<file path="config.mk">
export PLATFORM = sky130hd
export DESIGN_NAME = irq_agg_top
export DESIGN_NICKNAME = d
export VERILOG_FILES = /design/src/rtl/irq_agg_pkg.sv /design/src/rtl/irq_agg_ctl.sv /design/src/rtl/irq_agg_dp.sv /design/src/rtl/irq_agg_top.sv
export SDC_FILE = /design/constraint.sdc
export NUM_CORES = 1
export LEC_CHECK = 0
export ABC_AREA = 1
export ABC_CLOCK_PERIOD_IN_PS = 1300
export BUFFER_PORTS_ARGS = -buffer_cell sky130_fd_sc_hd__buf_2
export CAP_MARGIN = 20
export CORE_MARGIN = 2
export CORE_UTILIZATION = 30
export CTS_CLUSTER_SIZE = 40
export DETAILED_ROUTE_END_ITERATION = 12
export REMOVE_ABC_BUFFERS = 1
export SLEW_MARGIN = 25
export SYNTH_ARGS = -nofsm -noshare
export SYNTH_HDL_FRONTEND = slang
export SYNTH_SLANG_ARGS = --single-unit
</file>
<file path="constraint.sdc">
create_clock -name clk -period 1.3 [get_ports clk]
set_input_delay 0.13 -clock clk [delete_from_list [all_inputs] [get_ports clk]]
set_output_delay 0.13 -clock clk [all_outputs]
set_load 0.01 [all_outputs]
</file>
<file path="src/rtl/irq_agg_pkg.sv">
package irq_agg_pkg;

  localparam int FIELD_W = 13;
  localparam int STB_W   = 3;

  // strobe lane positions on wrStrobe
  localparam int STB_ENABLE  = 0;
  localparam int STB_DISABLE = 1;
  localparam int STB_CLEAR   = 2;

  // status bit positions
  localparam int BIT_RXTRIG  = 0;
  localparam int BIT_RXEMPTY = 1;
  localparam int BIT_RXFULL  = 2;
  localparam int BIT_TXEMPTY = 3;
  localparam int BIT_TXFULL  = 4;
  localparam int BIT_OVERRUN = 5;
  localparam int BIT_FRAMING = 6;
  localparam int BIT_PARITY  = 7;
  localparam int BIT_TIMEOUT = 8;
  localparam int BIT_SPARE0  = 9;
  localparam int SPARE_W     = FIELD_W - BIT_SPARE0;

  typedef struct packed {
    logic [FIELD_W-1:0] maskSet;
    logic [FIELD_W-1:0] maskClr;
    logic [FIELD_W-1:0] statClr;
  } ctl_strobe_t;

endpackage

</file>
<file path="src/rtl/irq_agg_ctl.sv">
module irq_agg_ctl
  import irq_agg_pkg::*;
#(
  parameter int DATA_W = 32
) (
  input  logic [STB_W-1:0]  wrStrobe,
  input  logic [DATA_W-1:0] wrData,
  output ctl_strobe_t       strobes
);

  logic [FIELD_W-1:0] fieldBits;
  logic [FIELD_W-1:0] clrReq;

  // upper data bits are dropped here, never reach any register
  assign fieldBits = wrData[FIELD_W-1:0];

  always_comb begin
    clrReq          = wrStrobe[STB_DISABLE] ? fieldBits : '0;
    strobes.maskClr = clrReq;
    // disable wins over enable on a shared bit
    strobes.maskSet = wrStrobe[STB_ENABLE] ? (fieldBits & ~clrReq) : '0;
    strobes.statClr = wrStrobe[STB_CLEAR] ? fieldBits : '0;
  end

endmodule

</file>
<file path="src/rtl/irq_agg_dp.sv">
module irq_agg_dp
  import irq_agg_pkg::*;
#(
  parameter int DATA_W = 32
) (
  input  logic               clk,
  input  logic               rst,
  input  ctl_strobe_t        strobes,
  input  logic [FIELD_W-1:0] events,
  input  logic               rdSel,
  output logic [DATA_W-1:0]  rdData,
  output logic               irqOut
);

  localparam int PAD_W = DATA_W - FIELD_W;

  logic [FIELD_W-1:0] maskReg;
  logic [FIELD_W-1:0] statusReg;
  logic               irqReg;
  logic [FIELD_W-1:0] rdField;

  always_ff @(posedge clk) begin
    if (rst) begin
      maskReg   <= '0;
      statusReg <= '0;
      irqReg    <= 1'b0;
    end else begin
      maskReg   <= (maskReg | strobes.maskSet) & ~strobes.maskClr;
      // event set dominates a clear in the same cycle
      statusReg <= (statusReg & ~strobes.statClr) | events;
      irqReg    <= |(statusReg & maskReg);
    end
  end

  always_comb begin
    rdField = rdSel ? statusReg : maskReg;
    rdData  = {{PAD_W{1'b0}}, rdField};
  end

  assign irqOut = irqReg;

  assert_mask_set_R1: assert property (@(posedge clk) disable iff (rst)
    1'b1 |=> ((maskReg & $past(strobes.maskSet)) == $past(strobes.maskSet)));

  assert_mask_hold_R1: assert property (@(posedge clk) disable iff (rst)
    1'b1 |=> (((maskReg ^ $past(maskReg)) &
               ~($past(strobes.maskSet) | $past(strobes.maskClr))) == '0));

  assert_mask_clr_R2: assert property (@(posedge clk) disable iff (rst)
    1'b1 |=> ((maskReg & $past(strobes.maskClr)) == '0));

  assert_event_latch_R5: assert property (@(posedge clk) disable iff (rst)
    1'b1 |=> ((statusReg & $past(events)) == $past(events)));

  assert_sticky_R6: assert property (@(posedge clk) disable iff (rst)
    1'b1 |=> (($past(statusReg) & ~statusReg & ~$past(strobes.statClr)) == '0));

  assert_irq_rise_R9: assert property (@(posedge clk) disable iff (rst)
    ((statusReg & maskReg) != '0) |=> irqOut);

  assert_irq_fall_R9: assert property (@(posedge clk) disable iff (rst)
    ((statusReg & maskReg) == '0) |=> !irqOut);

endmodule

</file>
<file path="src/rtl/irq_agg_top.sv">
module irq_agg_top
  import irq_agg_pkg::*;
#(
  parameter int DATA_W = 32
) (
  input  logic              clk,
  input  logic              rst,
  input  logic [2:0]        wrStrobe,
  input  logic [DATA_W-1:0] wrData,
  input  logic              rdSel,
  output logic [DATA_W-1:0] rdData,
  input  logic              evtRxTrig,
  input  logic              evtRxEmpty,
  input  logic              evtRxFull,
  input  logic              evtTxEmpty,
  input  logic              evtTxFull,
  input  logic              evtOverrun,
  input  logic              evtFraming,
  input  logic              evtParity,
  input  logic              evtTimeout,
  input  logic [3:0]        evtSpare,
  output logic              irqOut
);

  ctl_strobe_t        strobes;
  logic [FIELD_W-1:0] evtVec;

  always_comb begin
    evtVec              = '0;
    evtVec[BIT_RXTRIG]  = evtRxTrig;
    evtVec[BIT_RXEMPTY] = evtRxEmpty;
    evtVec[BIT_RXFULL]  = evtRxFull;
    evtVec[BIT_TXEMPTY] = evtTxEmpty;
    evtVec[BIT_TXFULL]  = evtTxFull;
    evtVec[BIT_OVERRUN] = evtOverrun;
    evtVec[BIT_FRAMING] = evtFraming;
    evtVec[BIT_PARITY]  = evtParity;
    evtVec[BIT_TIMEOUT] = evtTimeout;
    for (int i = 0; i < SPARE_W; i++) begin
      evtVec[BIT_SPARE0 + i] = evtSpare[i];
    end
  end

  irq_agg_ctl #(.DATA_W(DATA_W)) uCtl (
    .wrStrobe (wrStrobe),
    .wrData   (wrData),
    .strobes  (strobes)
  );

  irq_agg_dp #(.DATA_W(DATA_W)) uDp (
    .clk     (clk),
    .rst     (rst),
    .strobes (strobes),
    .events  (evtVec),
    .rdSel   (rdSel),
    .rdData  (rdData),
    .irqOut  (irqOut)
  );

endmodule

</file>
### Yosys cells after proc, flatten, opt, wreduce, memory -nomap -nowiden

Cells that the tools add are included.

| cells by class | value |
|---|---|
| reductions and logical operators | 1 |
| muxes and demuxes | 4 |
| bitwise operators | 8 |

Operators by type and width:

| cell | count |
|---|---|
| 13-bit bitwise AND | 4 |
| 13-bit 2-to-1 mux | 4 |
| 13-bit NOT | 2 |
| 13-bit OR | 2 |
| 13-bit OR reduction | 1 |

| word-level totals | value |
|---|---|
| word-level logic and storage cells | 16 |
| output and inout bits | 33 |
| bits in registers | 27 |

### Longest topological paths before layout

| depth | value |
|---|---|
| depth in word-level cells | 6 |
| gate-level depth with buffers | 6 |
| gate-level depth less buffers | 6 |

### By module

Synthesis repeated with hierarchy kept, for this count alone.

| unflattened totals | value |
|---|---|
| cells, all modules | 240 |
| area total of the unflattened synthesis | 1611.5 µm² |

By module, submodules not included:

| module | sequential area each (µm²) | cells each | instances | area each (µm²) |
|---|---|---|---|---|
| irq_agg_dp | 540.5 | 157 | 1 | 1285.0 |
| irq_agg_ctl | 0.0 | 83 | 1 | 326.6 |

### Worst setup path after synthesis

Ideal clock, no wire load.

| timing | value |
|---|---|
| path type | flip-flop to flip-flop |
| start point | register uDp.statusReg[8] |
| end point | register uDp.irqReg (netlist: uDp.irqOut) |
| path buffers | 0 |
| required time | 1.183 ns |
| stages on the path, launching flop included | 7 |
| arrival time | 0.651 ns |
| slack | 0.532 ns |
| cells stage by stage | dfxtp_1 -> nand2_1 -> nand2_1 -> nor2_1 -> nand2_1 -> nor2_1 -> nor2_1 |

| on the way | value |
|---|---|
| word-level cells in the longest chain between the ends | 2 |

Ends and longest elaborated chain:

| item | line | text |
|---|---|---|
| start: declaration | irq_agg_dp.sv:18 | `logic [FIELD_W-1:0] statusReg;` |
| start signal: assignment | irq_agg_dp.sv:30 | `statusReg <= (statusReg & ~strobes.statClr) \| events;` |
| 13-bit bitwise AND | irq_agg_dp.sv:31 | `irqReg <= \|(statusReg & maskReg);` |
| 13-bit OR reduction | irq_agg_dp.sv:31 |  |
| end signal: assignment | irq_agg_dp.sv:31 |  |
| end: declaration | irq_agg_dp.sv:19 | `logic irqReg;` |

No other way between the ends.
A chain may end at the register's enable or synchronous reset.

### Worst setup path after layout

| timing | value |
|---|---|
| start point | register uDp.statusReg[3] |
| end point | output port rdData[3] |

| on the way | value |
|---|---|
| word-level cells in the longest chain between the ends | 1 |

Ends and longest elaborated chain:

| item | line | text |
|---|---|---|
| 13-bit 2-to-1 mux | irq_agg_dp.sv:36 | `rdField = rdSel ? statusReg : maskReg;` |
| end: declaration | irq_agg_top.sv:11 | `output logic [DATA_W-1:0] rdData,` |

No other way between the ends.

==> impl_metrics.env <==
export IMPL_status="completed"
export IMPL_routed_wl_um=2860
export IMPL_ir_drop_uv=754
export IMPL_start_util=0.312
export IMPL_drtIter0Drc=13
export IMPL_yosysUniqueCellTypes=13
export IMPL_postCtsSetupRepairBufs=0
export IMPL_critPathSlowestCell="dfxtp_1"
export IMPL_clockBufferDepth=2
export IMPL_drive_above_1_share=0.317
export IMPL_preCtsSetupSlack_ps=290
export IMPL_vias=1126
export IMPL_gp_congestion=0.637
export IMPL_grt_ovfl_total=0
export IMPL_die_height_um=71.5
export IMPL_fmax_mhz=882
export IMPL_path_max_fanout=3
export IMPL_cts_clk_slew_worst_paths_ps=90
export IMPL_clock_sinks=27
export IMPL_post_cts_resized=0
export IMPL_crit_required_ps=1170
export IMPL_netlist_area_mm2=0.00137
export IMPL_period_needed_ps=1130
export IMPL_p_per_area_mw_per_mm2=1080
export IMPL_worstPathCellList="mux2_4 > buf_2"
export IMPL_cts_tree="yes"
export IMPL_worst_slack_ps=166
export IMPL_antenna_cells=0
export IMPL_drv_slew=0
export IMPL_dieArea_mm2=0.00512
export IMPL_dp_hpwl_um=2050
export IMPL_ctsRootBufferMaster="clkbuf_8"
export IMPL_cp_num_buf_inv=1
export IMPL_num_rows=24
export IMPL_syn_inst=160
export IMPL_crit_path_start_kind="flop"
export IMPL_critPathTopFamily="flip-flops"
export IMPL_finClkSkew_ps=1.58
export IMPL_ys_seq_area_frac=0.395
export IMPL_rsz0062_at_grt="false"
export IMPL_wl_per_cell_um=11.3
export IMPL_die_w_um=71.5
export IMPL_final_nets=254
export IMPL_drt_pass1_iter_count=4
export IMPL_nFillCells=463
export IMPL_hold_violations=0
export IMPL_routed_via_density=4.43
export IMPL_path_class="reg2out"
export IMPL_grt_use_total=0.112
export IMPL_clock_latency_ps=260
export IMPL_synth_avg_cell_area_um2=8.56
export IMPL_leakage_nw=0.789
export IMPL_ant_nets=0
export IMPL_core_area_mm2=0.00438
export IMPL_grt_pass1_wl_um=4500
export IMPL_cts_buffers=3
export IMPL_finalSetupViolations=0
export IMPL_setup_tns_ps=0
export IMPL_finalCritPeriodShare=0.872
export IMPL_yosys_warnings=0
export IMPL_synth_seq_cells=27
export IMPL_endpoint_kind="output port"
export IMPL_final_seq_area_um2=541
export IMPL_antenna_found_initial=0
export IMPL_layout_common_cells="buf_2 (45), nand2_1 (34), dfxtp_1 (27)"
export IMPL_min_path_type="in2reg"
export IMPL_io_pins=84
export IMPL_first_global_vias=1028
export IMPL_holdBufCountCts=0
export IMPL_area_growth_pct=16.0
export IMPL_drc=0
export IMPL_multi_input_area_um2=683
export IMPL_htree_levels=1
export IMPL_arrival_ps=1000
export IMPL_final_common_cell="buf_2"
export IMPL_cap_viol_max_count=0
export IMPL_grt_start_max_net_pins=28
export IMPL_crit_path_max_incr_delay_ps=340
export IMPL_io_buffers=45
==> cells by family (layout without fill, tap and decap cells) <==
| family | count (synthesis) | in the layout | synth area share |
|---|---|---|---|
| flops | 27 | 27 | 0.395 |
| other cells | 1 | 19 | 0.00274 |
| buf+inv | 28 | 52 | 0.155 |
| compound gates | 39 | 39 | 0.170 |
| simple gates | 52 | 52 | 0.143 |
| mux | 13 | 13 | 0.134 |
==> stage by stage <==
step / cells / total power, mW / util / hold WS, ps / instance area (um2)
2_1_floorplan: 152 / 1.11 / - / 202 / 1230
3_3_place_gp: 250 / 1.27 / 0.352 / 335 / 1540
3_5_place_dp: 250 / 1.27 / 0.352 / 340 / 1540
4_1_cts: 254 / 1.75 / 0.362 / 52.7 / 1590
5_1_grt: 254 / 1.81 / 0.362 / 55.8 / 1590
6_report: 254 / 1.71 / 0.362 / 64.5 / 1590
==> metal layers <==
layer  share of wire  GRT usage
met2            0.47      0.203
met4          0.0049     0.0189
met1            0.45      0.129
met3           0.075     0.0380
met5               0          0
==> report_power, final <==
| part | switching [mW] | total [mW] | internal [mW] |
|---|---|---|---|
| Clock | 0.249 | 0.463 | 0.214 |
| Sequential | 0.0379 | 0.920 | 0.882 |
| Combinational | 0.173 | 0.326 | 0.153 |
==> cell type report <==
cell class | count | area share
flip-flops and latches | 27 | 0.340
clock buffers | 3 | 0.0260
multi-input cells | 123 | 0.430
well taps | 52 | 0.0410
repair buffers | 46 | 0.154
clock inverters | 1 | 0.00315
inverters | 2 | 0.00473
==> synthesized netlist by cell type <==
cell,number,area [um2]
mux2_2,3,33.8
a211oi_1,12,90.1
buf_2,2,10.0
nor2_1,18,67.6
a21oi_1,26,130
buf_4,20,150
a211oi_2,1,12.5
conb_1,1,3.75
buf_6,4,45.0
nand2_1,34,128
mux2_4,10,150
dfxtp_1,27,541
inv_1,2,7.51
==> worst register-to-register path, delay by kind of cell, from the launching register on <==
kind,cells,cell delay (ps)
AND/OR/NAND/NOR,6,410
flip-flops,1,330
==> registers in the layout, summed over array words and instances, names as in the netlist <==
register / flops
uDp.maskReg: 13
uDp.statusReg: 13
uDp.irqOut: 1
==> final timing paths <==
path,start,endpoint,slack (ps),cells after the start
setup / recovery,uDp.statusReg[3],rdData[3],170,2
hold / removal,evtRxEmpty,uDp.statusReg[1],60,3
setup reg to reg,uDp.statusReg[10],uDp.irqOut,430,6
hold reg to reg,uDp.statusReg[0],uDp.statusReg[0],520,2
Note: power is estimated with default switching activity, not from simulation.
